==> src/rtl/ns_alarm_timer_pkg.sv <==
`timescale 1ns/1ps
package ns_alarm_timer_pkg;

  // byte offsets of the register map
  localparam int OFF_TIME_LO   = 'h00;
  localparam int OFF_TIME_HI   = 'h04;
  localparam int OFF_ALARM_LO  = 'h08;
  localparam int OFF_ALARM_HI  = 'h0C;
  localparam int OFF_CLR_IRQ   = 'h10;
  localparam int OFF_CLR_ALARM = 'h14;

  // strobes from control to datapath
  typedef struct packed {
    logic readLow;
    logic readHigh;
    logic loadAlarmLo;
    logic loadAlarmHi;
  } tmrStrobe_t;

endpackage

==> src/rtl/ns_alarm_timer_dp.sv <==
`timescale 1ns/1ps
module ns_alarm_timer_dp
  import ns_alarm_timer_pkg::*;
#(
  parameter int BUS_W = 32,
  parameter longint unsigned STEP_NS = 10
) (
  input  logic               clk,
  input  logic               rstN,
  input  tmrStrobe_t         strobe,
  input  logic [BUS_W-1:0]   busWdata,
  output logic [BUS_W-1:0]   busRdata,
  output logic [2*BUS_W-1:0] countNow,
  output logic               alarmDueNew,
  output logic               alarmDueLive
);
  localparam int CNT_W = 2 * BUS_W;
  localparam logic [CNT_W-1:0] STEP = CNT_W'(STEP_NS);

  logic [CNT_W-1:0] count;
  logic [BUS_W-1:0] snapHi;
  logic [BUS_W-1:0] alarmHiStage;
  logic [CNT_W-1:0] alarmValue;
  logic [CNT_W-1:0] candidate;

  assign countNow  = count;
  assign candidate = {alarmHiStage, busWdata};

  // signed comparisons against the live count
  assign alarmDueNew  = $signed(candidate) <= $signed(count);
  assign alarmDueLive = $signed(count) >= $signed(alarmValue);

  always_ff @(posedge clk or negedge rstN) begin
    if (!rstN) begin
      count <= '0;
    end else begin
      count <= count + STEP;
    end
  end

  always_ff @(posedge clk or negedge rstN) begin
    if (!rstN) begin
      snapHi   <= '0;
      busRdata <= '0;
    end else begin
      if (strobe.readLow) begin
        snapHi   <= count[CNT_W-1:BUS_W];
        busRdata <= count[BUS_W-1:0];
      end else if (strobe.readHigh) begin
        busRdata <= snapHi;
      end else begin
        busRdata <= '0;
      end
    end
  end

  always_ff @(posedge clk or negedge rstN) begin
    if (!rstN) begin
      alarmHiStage <= '0;
      alarmValue   <= '0;
    end else begin
      if (strobe.loadAlarmHi) alarmHiStage <= busWdata;
      if (strobe.loadAlarmLo) alarmValue   <= candidate;
    end
  end

endmodule

==> src/rtl/ns_alarm_timer_ctrl.sv <==
`timescale 1ns/1ps
module ns_alarm_timer_ctrl
  import ns_alarm_timer_pkg::*;
#(
  parameter int ADDR_W = 12,
  parameter bit ERR_EN = 1'b1
) (
  input  logic              clk,
  input  logic              rstN,
  input  logic              busSel,
  input  logic              busWr,
  input  logic [ADDR_W-1:0] busAddr,
  input  logic              alarmDueNew,
  input  logic              alarmDueLive,
  output tmrStrobe_t        strobe,
  output logic              armed,
  output logic              irqOut,
  output logic              accessErr
);
  logic hitTimeLo, hitTimeHi, hitAlarmLo, hitAlarmHi, hitClrIrq, hitClrAlarm;
  logic knownOff;
  logic wrClrIrq, wrClrAlarm;
  logic fireNow, setIrq;

  always_comb begin
    hitTimeLo   = busAddr == ADDR_W'(OFF_TIME_LO);
    hitTimeHi   = busAddr == ADDR_W'(OFF_TIME_HI);
    hitAlarmLo  = busAddr == ADDR_W'(OFF_ALARM_LO);
    hitAlarmHi  = busAddr == ADDR_W'(OFF_ALARM_HI);
    hitClrIrq   = busAddr == ADDR_W'(OFF_CLR_IRQ);
    hitClrAlarm = busAddr == ADDR_W'(OFF_CLR_ALARM);
    knownOff    = hitTimeLo | hitTimeHi | hitAlarmLo | hitAlarmHi | hitClrIrq | hitClrAlarm;

    strobe.readLow     = busSel & ~busWr & hitTimeLo;
    strobe.readHigh    = busSel & ~busWr & hitTimeHi;
    strobe.loadAlarmLo = busSel &  busWr & hitAlarmLo;
    strobe.loadAlarmHi = busSel &  busWr & hitAlarmHi;
    wrClrIrq           = busSel &  busWr & hitClrIrq;
    wrClrAlarm         = busSel &  busWr & hitClrAlarm;

    // a pending fire yields to a new alarm or a cancel in the same cycle
    fireNow = armed & alarmDueLive & ~wrClrAlarm & ~strobe.loadAlarmLo;
    setIrq  = fireNow | (strobe.loadAlarmLo & alarmDueNew);
  end

  always_ff @(posedge clk or negedge rstN) begin
    if (!rstN) begin
      armed <= 1'b0;
    end else if (wrClrAlarm) begin
      armed <= 1'b0;
    end else if (strobe.loadAlarmLo) begin
      armed <= ~alarmDueNew;
    end else if (fireNow) begin
      armed <= 1'b0;
    end
  end

  always_ff @(posedge clk or negedge rstN) begin
    if (!rstN) begin
      irqOut <= 1'b0;
    end else if (setIrq) begin
      irqOut <= 1'b1;
    end else if (wrClrIrq | wrClrAlarm) begin
      irqOut <= 1'b0;
    end
  end

  generate
    if (ERR_EN) begin : g_err
      always_ff @(posedge clk or negedge rstN) begin
        if (!rstN) accessErr <= 1'b0;
        else       accessErr <= busSel & ~knownOff;
      end
    end else begin : g_noErr
      assign accessErr = 1'b0;
    end
  endgenerate

endmodule

==> src/rtl/ns_alarm_timer.sv <==
`timescale 1ns/1ps
module ns_alarm_timer
  import ns_alarm_timer_pkg::*;
#(
  parameter int BUS_W = 32,
  parameter int ADDR_W = 12,
  parameter longint unsigned STEP_NS = 10,
  parameter bit ERR_EN = 1'b1
) (
  input  logic              clk,
  input  logic              rstN,
  input  logic              busSel,
  input  logic              busWr,
  input  logic [ADDR_W-1:0] busAddr,
  input  logic [BUS_W-1:0]  busWdata,
  output logic [BUS_W-1:0]  busRdata,
  output logic              irqOut,
  output logic              accessErr
);
  localparam int CNT_W = 2 * BUS_W;

  tmrStrobe_t       strobe;
  logic             armed;
  logic             alarmDueNew;
  logic             alarmDueLive;
  logic [CNT_W-1:0] countNow;

  ns_alarm_timer_ctrl #(.ADDR_W(ADDR_W), .ERR_EN(ERR_EN)) u_ctrl (
    .clk(clk), .rstN(rstN), .busSel(busSel), .busWr(busWr), .busAddr(busAddr),
    .alarmDueNew(alarmDueNew), .alarmDueLive(alarmDueLive),
    .strobe(strobe), .armed(armed), .irqOut(irqOut), .accessErr(accessErr)
  );

  ns_alarm_timer_dp #(.BUS_W(BUS_W), .STEP_NS(STEP_NS)) u_dp (
    .clk(clk), .rstN(rstN), .strobe(strobe), .busWdata(busWdata),
    .busRdata(busRdata), .countNow(countNow),
    .alarmDueNew(alarmDueNew), .alarmDueLive(alarmDueLive)
  );

endmodule

==> config.mk <==
export PLATFORM = sky130hd
export DESIGN_NAME = ns_alarm_timer
export DESIGN_NICKNAME = d
export VERILOG_FILES = /design/src/rtl/ns_alarm_timer_pkg.sv /design/src/rtl/ns_alarm_timer_dp.sv /design/src/rtl/ns_alarm_timer_ctrl.sv /design/src/rtl/ns_alarm_timer.sv
export SDC_FILE = /design/constraint.sdc
export NUM_CORES = 1
export LEC_CHECK = 0
export ABC_AREA = 1
export BUFFER_PORTS_ARGS = -buffer_cell sky130_fd_sc_hd__buf_2
export CORE_MARGIN = 4
export CORE_UTILIZATION = 30
export DETAILED_ROUTE_END_ITERATION = 10
export SETUP_SLACK_MARGIN = 0.02
export SYNTH_ARGS = -nofsm -noshare
export SYNTH_HDL_FRONTEND = slang
export SYNTH_SLANG_ARGS = --single-unit
==> constraint.sdc <==
create_clock -name clk -period 2.4 [get_ports clk]
set_input_delay 0.24 -clock clk [delete_from_list [all_inputs] [get_ports clk]]
set_output_delay 0.24 -clock clk [all_outputs]
set_load 0.03 [all_outputs]
Yosys cells after proc, flatten, opt, wreduce, memory -nomap -nowiden
Cells that the tools add are included.
- bits in registers: 227
- memories kept: 0
- output and inout bits: 34
- RAM bits: 0
- input port bits: 48
- logic and storage cells: 51
- bits in latches: 0
- bits in read-only memories: 0
- add/sub/neg operators: 1
- multiply operators: 0
- mux-type cells: 7
- shifts and indexed selects: 0
- reductions and logical operators: 3
- equal/unequal tests: 5
- magnitude comparators: 2
- bitwise operators: 25
- divide/modulo/power cells: 0
- operators by type and width (operator ; number):
    64-bit by 4-bit adder with 64-bit output, second input constant ; 1
    64-bit >= comparator ; 1
    64-bit less-or-equal comparator ; 1
    32-bit 2-to-1 mux ; 2
    12-bit by 4-bit equality test with 1-bit output, second input constant ; 2
    12-bit by 5-bit equality test with 1-bit output, second input constant ; 2
    1-bit AND ; 13
    12-bit by 3-bit equality test with 1-bit output, second input constant ; 1
    12-bit logical NOT ; 1
    1-bit bitwise OR ; 7
    1-bit 2-to-1 mux ; 5
    1-bit NOT ; 5
    3-bit nonzero test ; 1
    2-bit nonzero test ; 1

Logic depth before layout (Yosys ltp)
Gate-level depths: netlist of the first run.
- depth after elaboration: 8
- mapped depth: 17
- mapped depth without buffers: 17

Modules after synthesis
Synthesis of the first run repeated with hierarchy kept, for this count alone.
- cell total of the unflattened synthesis: 1483
- area total of the unflattened synthesis: 12803.5 um2
- by module, submodules not included (module ; sequential area each (um2) ; times used ; area an instance (um2) ; cells each):
    ns_alarm_timer_dp ; 5580.4 ; 1 ; 12453.2 ; 1428
    ns_alarm_timer_ctrl ; 75.1 ; 1 ; 350.3 ; 55

Least setup slack after synthesis of the first run
Ideal clock, no wire load.
- path kind: register to register
- start point: register u_dp.count[31], in the netlist u_dp.countNow[31]
- end point: register u_ctrl.irqOut
- cell stages (with the launch flop): 14
- path buffers: 0
- library setup time: 0.124 ns
- data arrival time: 1.704 ns
- slack: 0.572 ns
- clock period less this slack: 1.828 ns
- data required time: 2.276 ns
- path through: dfrtp_1 > inv_1 > ha_1 > nand2_1 > nor2_1 > nor3b_1 > nor2b_1 > nand2_1 > nand2_1 > nand2_1 > nand3_1 > nand3_1 > nand2_1 > nand3_1
- word-level cells in the longest chain between the ends: 6
- elaborated cells between the ends (all ways): 9
- classes of those cells: 2 x order compare; 1 x mux; 5 x bitwise; 1 x reduce/logical
- RTL lines (what ; line ; text):
    from (decl) ; ns_alarm_timer_dp.sv:20 ; logic [CNT_W-1:0] count;
    from (signal assigned) ; ns_alarm_timer_dp.sv:37 ; count <= count + STEP;
    64-bit >= comparator ; ns_alarm_timer_dp.sv:31 ; assign alarmDueLive = $signed(count) >= $signed(alarmValue);
    1-bit AND (3 in a row) ; ns_alarm_timer_ctrl.sv:42 ; fireNow = armed & alarmDueLive & ~wrClrAlarm & ~strobe.loadAlarmLo;
    1-bit bitwise OR (*) ; ns_alarm_timer_ctrl.sv:43 ; setIrq = fireNow | (strobe.loadAlarmLo & alarmDueNew);
    1-bit 2-to-1 mux / 2-bit nonzero test (equally long branches) ; - ;
    to (signal assigned) ; ns_alarm_timer_ctrl.sv:60 ; irqOut <= 1'b0;
    to (signal assigned) ; ns_alarm_timer_ctrl.sv:62 ; irqOut <= 1'b1;
    to (signal assigned) ; ns_alarm_timer_ctrl.sv:64 ; irqOut <= 1'b0;
    to (decl) ; ns_alarm_timer_ctrl.sv:17 ; output logic irqOut,
Every way passes the cells marked *; elsewhere a longest branch is shown, timed or not.
A chain may end at the register's enable or synchronous reset.

Worst setup path after layout of the first run
- start point: register u_dp.count[55], in the netlist u_dp.countNow[55]
- end point: register u_ctrl.irqOut
Same word-level chain as after synthesis.

==> summary.md, run 1 <==
| Metric | Value |
|---|---|
| Status | finished clean |
| Startpoint Class | flip-flop |
| Cell area after synthesis | 0.0126 mm^2 |
| GRT Total Usage | 0.160 |
| Final period util | 0.955 |
| Final Hold Fails | 0 |
| Top Layer Used | met4 |
| Post-CTS setup buffer count | 0 |
| Top FF cell, synth | dfrtp_1 |
| Largest net degree at the start of global routing | 96 |
| Max_slew headroom | 0.611 |
| Synth Area per Inst | 8.80 um^2 |
| Detailed Routing Iterations Pass 1 | 5 |
| Met2 WL | 16500 um |
| Nets@finish | 1761 |
| Syn-to-layout area delta | 21.0% |
| Via-per-instance ratio | 4.72 |
| FFs w/ async S/R, synth | 1.00 |
| Final setup viols | 0 |
| Root Driver | clkbuf_16 |
| Die Wd | 213 um |
| Std cell rows | 74 |
| GRT Residual Overflow | 0 |
| Routed WL | 35900 um |
| P per Cell Area | 571 mW/mm^2 |
| Fin Clk Skew | 11.4 ps |
| First-pass GRT wire length | 57300 um |
| CTS Buf Count | 26 |
| Area leader, netlist | dfrtp_1 |
| Worst-Margin Slew | 579 ps |
| Drt first-iter violations | 595 |
| Tmin final | 2290 ps |
| IO Pins | 82 |
| Max Fanout on Critical Path | 4 |
| Max Fclk | 0.436 GHz |
| RSZ-0062 raised after global routing | no |
| YS warnings | 0 |
| CTS tree | yes |
| Yosys reg bits | 226 |
| CTS clock-pin slew for the worst setup and hold paths | 60 ps |
| Crit path DAT | 2720 ps |
| Starting Density | 0.306 |
| CP required | 2830 ps |
| EDFF count, synth | 0 |
| Placeable Area | 0.0412 mm^2 |
| Mapped Nets | 1609 |
| Dpl ws | 135 ps |
| Initial antenna violation count | 0 |
| Leakage Power | 0.00787 uW |
| Number of global-route vias before repair | 10223 |
| GPL Wtd Cong | 0.948 |
| Commonest non-fill, non-tap cell in the layout | nand2_1 |
| Top cell type's share of synthesized area | 0.448 |
| Clk buf depth | 3 |
| Final WS setup | 108 ps |
| Met1 wire length | 16800 um |
| DP HPWL | 28000 um |
| Total negative setup slack | 0 ps |
| I/O Buffers | 81 |
| Drt wl/cell | 16.8 um |
| Met3 Routed Length | 1700 um |
| IR drop worst, VDD | 485 uV |
| Via count | 10096 |
| Post-route ant nets | 0 |
| Max-cap violations | 0 |
| Htree depth | 1 |
| Sequential element share of the synthesized area | 0.448 |
| Top cells by area, synth | dfrtp_1 (45%), ha_1 (13%), nand2_1 (9.9%) |
| Share of cells above drive strength 1 | 0.153 |
| Hold crit path type | in -> reg |
| ANT cells | 0 |
| Clock Latency Late Sink | 540 ps |
| Crit path kind | reg -> reg |
| Worst setup EP type | flip-flop |
| Commonest cells after routing, fill and taps aside | nand2_1 (332), dfrtp_1 (225), inv_1 (197), ha_1 (127), o21ai_0 (94) |
| # clock sinks | 226 |
| Synth Instances | 1434 |
| DRC viols | 0 |
| Synth cell types | 39 |
| Max Slew Vio Count | 0 |
| Die height | 213 um |
| DIE AREA | 0.0454 mm^2 |
-- Yosys cell counts, drive strengths merged, types with 4 or more instances --
| cell type | number |
|---|---|
| nand2 | 340 |
| dfrtp | 226 |
| inv | 209 |
| ha | 127 |
| o21ai | 109 |
| nor2 | 95 |
| xor2 | 59 |
| a21oi | 50 |
| nor3 | 48 |
| nand3 | 31 |
| o22ai | 31 |
| mux2 | 30 |
| nand4 | 25 |
| buf | 19 |
| clkbuf | 11 |
| a21o | 7 |
| nor4 | 6 |
| nor3b | 4 |
-- per-stage QoR --
stage | power (uW) | hold slack (ps) | cell area [um^2] | instances | utilization
after global placement | 4160 | 184 | 13900 | 2056 | 0.338
after CTS | 8830 | 79.0 | 15300 | 2138 | 0.370
after detailed placement | 4160 | 186 | 13900 | 2056 | 0.338
final | 8720 | 117 | 15300 | 2138 | 0.371
after floorplan | 3980 | -55.6 | 12600 | 1434 | -
after global routing | 9030 | 129 | 15300 | 2138 | 0.371
-- registers in the layout, indices dropped and copies added (netlist names) --
name / cells
u_dp.snapHi: 32
u_dp.alarmValue: 64
u_ctrl.irqOut: 1
u_ctrl.accessErr: 1
u_dp.countNow: 63
u_dp.alarmHiStage: 32
u_dp.busRdata: 32
u_ctrl.armed: 1
-- power by group --
part	switching, uW	internal (uW)	total (uW)
logic	193	120	313
clock network	1670	2920	4580
registers	2.63	3820	3820
-- worst paths after layout --
check                             startpoint              endpoint  slack, ps  cells after the start
setup / recovery           u_dp.countNow[55]         u_ctrl.irqOut        110                     13
hold / removal                    busAddr[4]      u_ctrl.accessErr        120                      4
setup reg to reg           u_dp.countNow[55]         u_ctrl.irqOut        110                     13
hold reg to reg               u_dp.snapHi[0]        u_dp.snapHi[0]        480                      2
max in group asynchronous               rstN   u_dp.alarmValue[24]       1430                      3
min in group asynchronous               rstN  u_dp.alarmHiStage[9]        220                      2
-- worst max-delay path, stage by stage, from the launching register on --
cell,delay [ps]
dfrtp_1,500
inv_1,120
ha_1,330
a21o_1,180
nor2_1,190
nand2_1,180
nand2_1,90
nand2_1,50
a21oi_1,190
nand2_1,80
nand2_1,60
nand3_1,80
nand2_1,70
nand3_1,60
-- area by class of cell --
class                           count  area, um^2
Timing Repair Buffer              154        1110
Clock buffer                       31         731
Sequential cell                   226        5660
Fill cell                        4069       25900
Clock inverter                     17         269
Tap cell                          532         666
Multi-Input combinational cell    968        6040
Inverter                          210         788
-- cells by family after synthesis --
| family | count (synthesis) | share of synthesized area |
|---|---|---|
| and+or+nand+nor | 552 | 0.198 |
| buffers and inverters | 240 | 0.0743 |
| DFF | 226 | 0.448 |
| AOI/OAI and AO/OA | 199 | 0.0848 |
| adders and majority gates | 127 | 0.126 |
| xor gates and xnor gates | 60 | 0.0417 |
| muxes | 30 | 0.0268 |
-- repair_timing --
action / 4_1_cts / 5_1_grt
gates resized for setup: 0 / 4
setup endpoints to repair: 0 / 2
endpoints found under the hold margin: 107 / 0
hold buffers: 34 / 0
-- metal layers --
metal,track usage,up-vias
met5,0,-
li1,-,4985
met3,0.0250,55
met1,0.227,4835
met2,0.259,221
met4,0.0351,0
Power figures use the tool's default switching activity.
==> run 2: changes to the inputs <==
Settings changed: CTS_BUF_LIST set to sky130_fd_sc_hd__clkbuf_4 sky130_fd_sc_hd__clkbuf_8, CTS_CLUSTER_DIAMETER set to 150, PLACE_DENSITY set to 0.53.
==> summary.md, run 2 (synthesis gave the netlist of run 1 again) <==
| Metric | Value |
|---|---|
| Via-per-instance ratio | 4.66 (was 4.72) |
| Die Wd | 213 um (unchanged) |
| Footprint of the flip-flops and latches | 0.00566 mm^2 (about the same) |
| Inst Count DP | 2058 (was 2056) |
| Max Slew Vio Count | 0 (unchanged) |
| Commonest non-fill, non-tap cell in the layout | nand2_1 (unchanged) |
| Status | finished clean (unchanged) |
| Share of cells above drive strength 1 | 0.173 (was 0.153) |
| # clock sinks | 226 (unchanged) |
| IO Pins | 82 (unchanged) |
| Drt wl/cell | 17.1 um (was 16.8 um) |
| Max Fanout on Critical Path | 6 (was 4) |
| Drt first-iter violations | 576 (was 595) |
| GRT Residual Overflow | 0 (unchanged) |
| Largest register FFs | 64 (unchanged) |
| Leakage Power | 0.00788 uW (was 0.00787 uW) |
| Max_slew headroom | 0.576 (was 0.611) |
| First-pass GRT wire length | 59000 um (was 57300 um) |
| Die height | 213 um (unchanged) |
| # fillers | 4179 (was 4069) |
| Placeable Area | 0.0412 mm^2 (unchanged) |
| Buffer and inverter count on the worst path | 2 (was 1) |
| Detailed Routing Iterations Pass 1 | 5 (unchanged) |
| I/O Buffers | 81 (unchanged) |
| Routed WL | 37000 um (was 35900 um) |
| Fin Clk Skew | 19.7 ps (was 11.4 ps) |
| Largest Register | u_dp.alarmValue (unchanged) |
| RSZ-0062 raised after global routing | no (unchanged) |
| Max Fclk | 0.435 GHz (was 0.436 GHz) |
| Via count | 10103 (was 10096) |
| Crit path DAT | 2770 ps (was 2720 ps) |
| Initial antenna violation count | 0 (unchanged) |
| Total negative setup slack | 0 ps (unchanged) |
| ANT cells | 0 (unchanged) |
| GRT Total Usage | 0.167 (was 0.160) |
| Root Driver | clkbuf_8 (was clkbuf_16) |
| Nets@finish | 1782 (was 1761) |
| Crit path kind | reg -> reg (unchanged) |
| Final Hold Fails | 0 (unchanged) |
| Footprint of the multi-input gates | 0.00607 mm^2 (was 0.00604 mm^2) |
| Startpoint Class | flip-flop (unchanged) |
| IR drop worst, VDD | 286 uV (was 485 uV) |
| Tmin final | 2300 ps (was 2290 ps) |
| Syn-to-layout area delta | 20.6% (was 21.0%) |
| Largest net degree at the start of global routing | 96 (unchanged) |
| DP HPWL | 28500 um (was 28000 um) |
| Std cell rows | 74 (unchanged) |
| Clock Latency Late Sink | 580 ps (was 540 ps) |
| CP required | 2870 ps (was 2830 ps) |
| Slowest-stage cell, CP | nor4_1 (was dfrtp_1) |
| P per Cell Area | 534 mW/mm^2 (was 571 mW/mm^2) |
| Worst-Margin Slew | 629 ps (was 579 ps) |
| Worst setup EP type | flip-flop (unchanged) |
| Final period util | 0.959 (was 0.955) |
| Hold crit path type | in -> reg (unchanged) |
| GPL Wtd Cong | 0.919 (was 0.948) |
| Slowest Stage Delay on Critical Path | 500 ps (about the same) |
| Final setup viols | 0 (unchanged) |
| CP Cell Sequence | inv_1 > nor3_1 > buf_4 > nand2_1 > nor4_1 > nand2_2 > nor2_4 > nand4_1 > xor2_1 (was inv_1 > ha_1 > a21o_1 > nor2_1 > nand2_1 > nand2_1 > nand2_1 > a21oi_1 > nand2_1 > nand2_1 > nand3_1 > nand2_1 > nand3_1) |
| Htree depth | 2 (was 1) |
| Max-cap violations | 0 (unchanged) |
| CP top delay family | simple AND/OR/NAND/NOR gates (unchanged) |
| CTS tree | yes (unchanged) |
| DIE AREA | 0.0454 mm^2 (unchanged) |
| Clk buf depth | 3 (unchanged) |
| Post-route ant nets | 0 (unchanged) |
| Fin cells | 2168 (was 2138) |
| CTS Buf Count | 43 (was 26) |
| CTS clock-pin slew for the worst setup and hold paths | 60 ps (about the same) |
| DRC viols | 0 (unchanged) |
| Reg-to-reg setup timing slack | 100 ps (was 110 ps) |
| Number of global-route vias before repair | 10432 (was 10223) |
| Commonest cells after routing, fill and taps aside | nand2_1 (332), dfrtp_1 (224), inv_1 (197), ha_1 (127), o21ai_0 (94) (was nand2_1 (332), dfrtp_1 (225), inv_1 (197), ha_1 (127), o21ai_0 (94)) |
| Starting Density | 0.306 (unchanged) |
## run 2: path summary, 6_finish.rpt
check,start,end,cells past startpoint
max in group asynchronous,rstN,u_dp.alarmValue[57],3
min in group asynchronous,rstN,u_dp.busRdata[9],2
max,u_dp.countNow[24],u_dp.countNow[61],9
max reg2reg,u_dp.countNow[24],u_dp.countNow[61],9
min reg2reg,u_dp.snapHi[22],u_dp.snapHi[22],2
min,busAddr[4],u_ctrl.accessErr,4
## run 2: power by group
part           internal (uW)  switching (uW)  total, uW
combinational            121             195        316
clock                   2270            1700       3980
sequential              3820            2.69       3820
total                   6220            1900       8120
## run 2: stage by stage
step	instance area (um^2)	power, uW	hold WS [ps]	worst slack, ps	utilization
floorplan	12600	3980	-55.6	572	-
global placement	13900	4160	245	87.4	0.338
detailed placement	13900	4170	237	89.4	0.338
CTS	15200	8250	44.6	81.4	0.368
global route	15200	8440	125	23.3	0.369
finish	15200	8120	83.9	99.4	0.369
## run 2: routing by layer
metal  part of all wire  track usage  routed length [um]  vias to the layer above
met2               0.47        0.271               17200                      200
met1               0.46        0.228               17100                     4816
met5                  0            0                   0                        -
met4              0.031       0.0618                1140                        0
met3              0.044       0.0267                1610                       70
li1                   -            -                   -                     5017
## run 2: worst register-to-register path, delay by kind of cell, from the launching register on
family	cells	cell delay [ps]
flip-flops	1	400
buffers and inverters	2	360
XOR/XNOR	1	160
AND/OR/NAND/NOR	6	1280
## run 2: timing repair
| action | CTS | global route |
|---|---|---|
| setup buffers | 0 | 2 |
| hold buffers | 34 | 0 |
| endpoints found under the hold margin | 121 | 0 |
| setup endpoints to repair | 0 | 2 |
| resized for setup | 0 | 11 |
## run 2: area by class of cell
class | count | share of cell area
Clock buffer | 69 | 0.0571
Clock inverter | 5 | 0.00165
Inverter | 210 | 0.0518
Multi-Input combinational cell | 968 | 0.399
Sequential cell | 226 | 0.372
Tap cell | 532 | 0.0438
Timing Repair Buffer | 158 | 0.0750
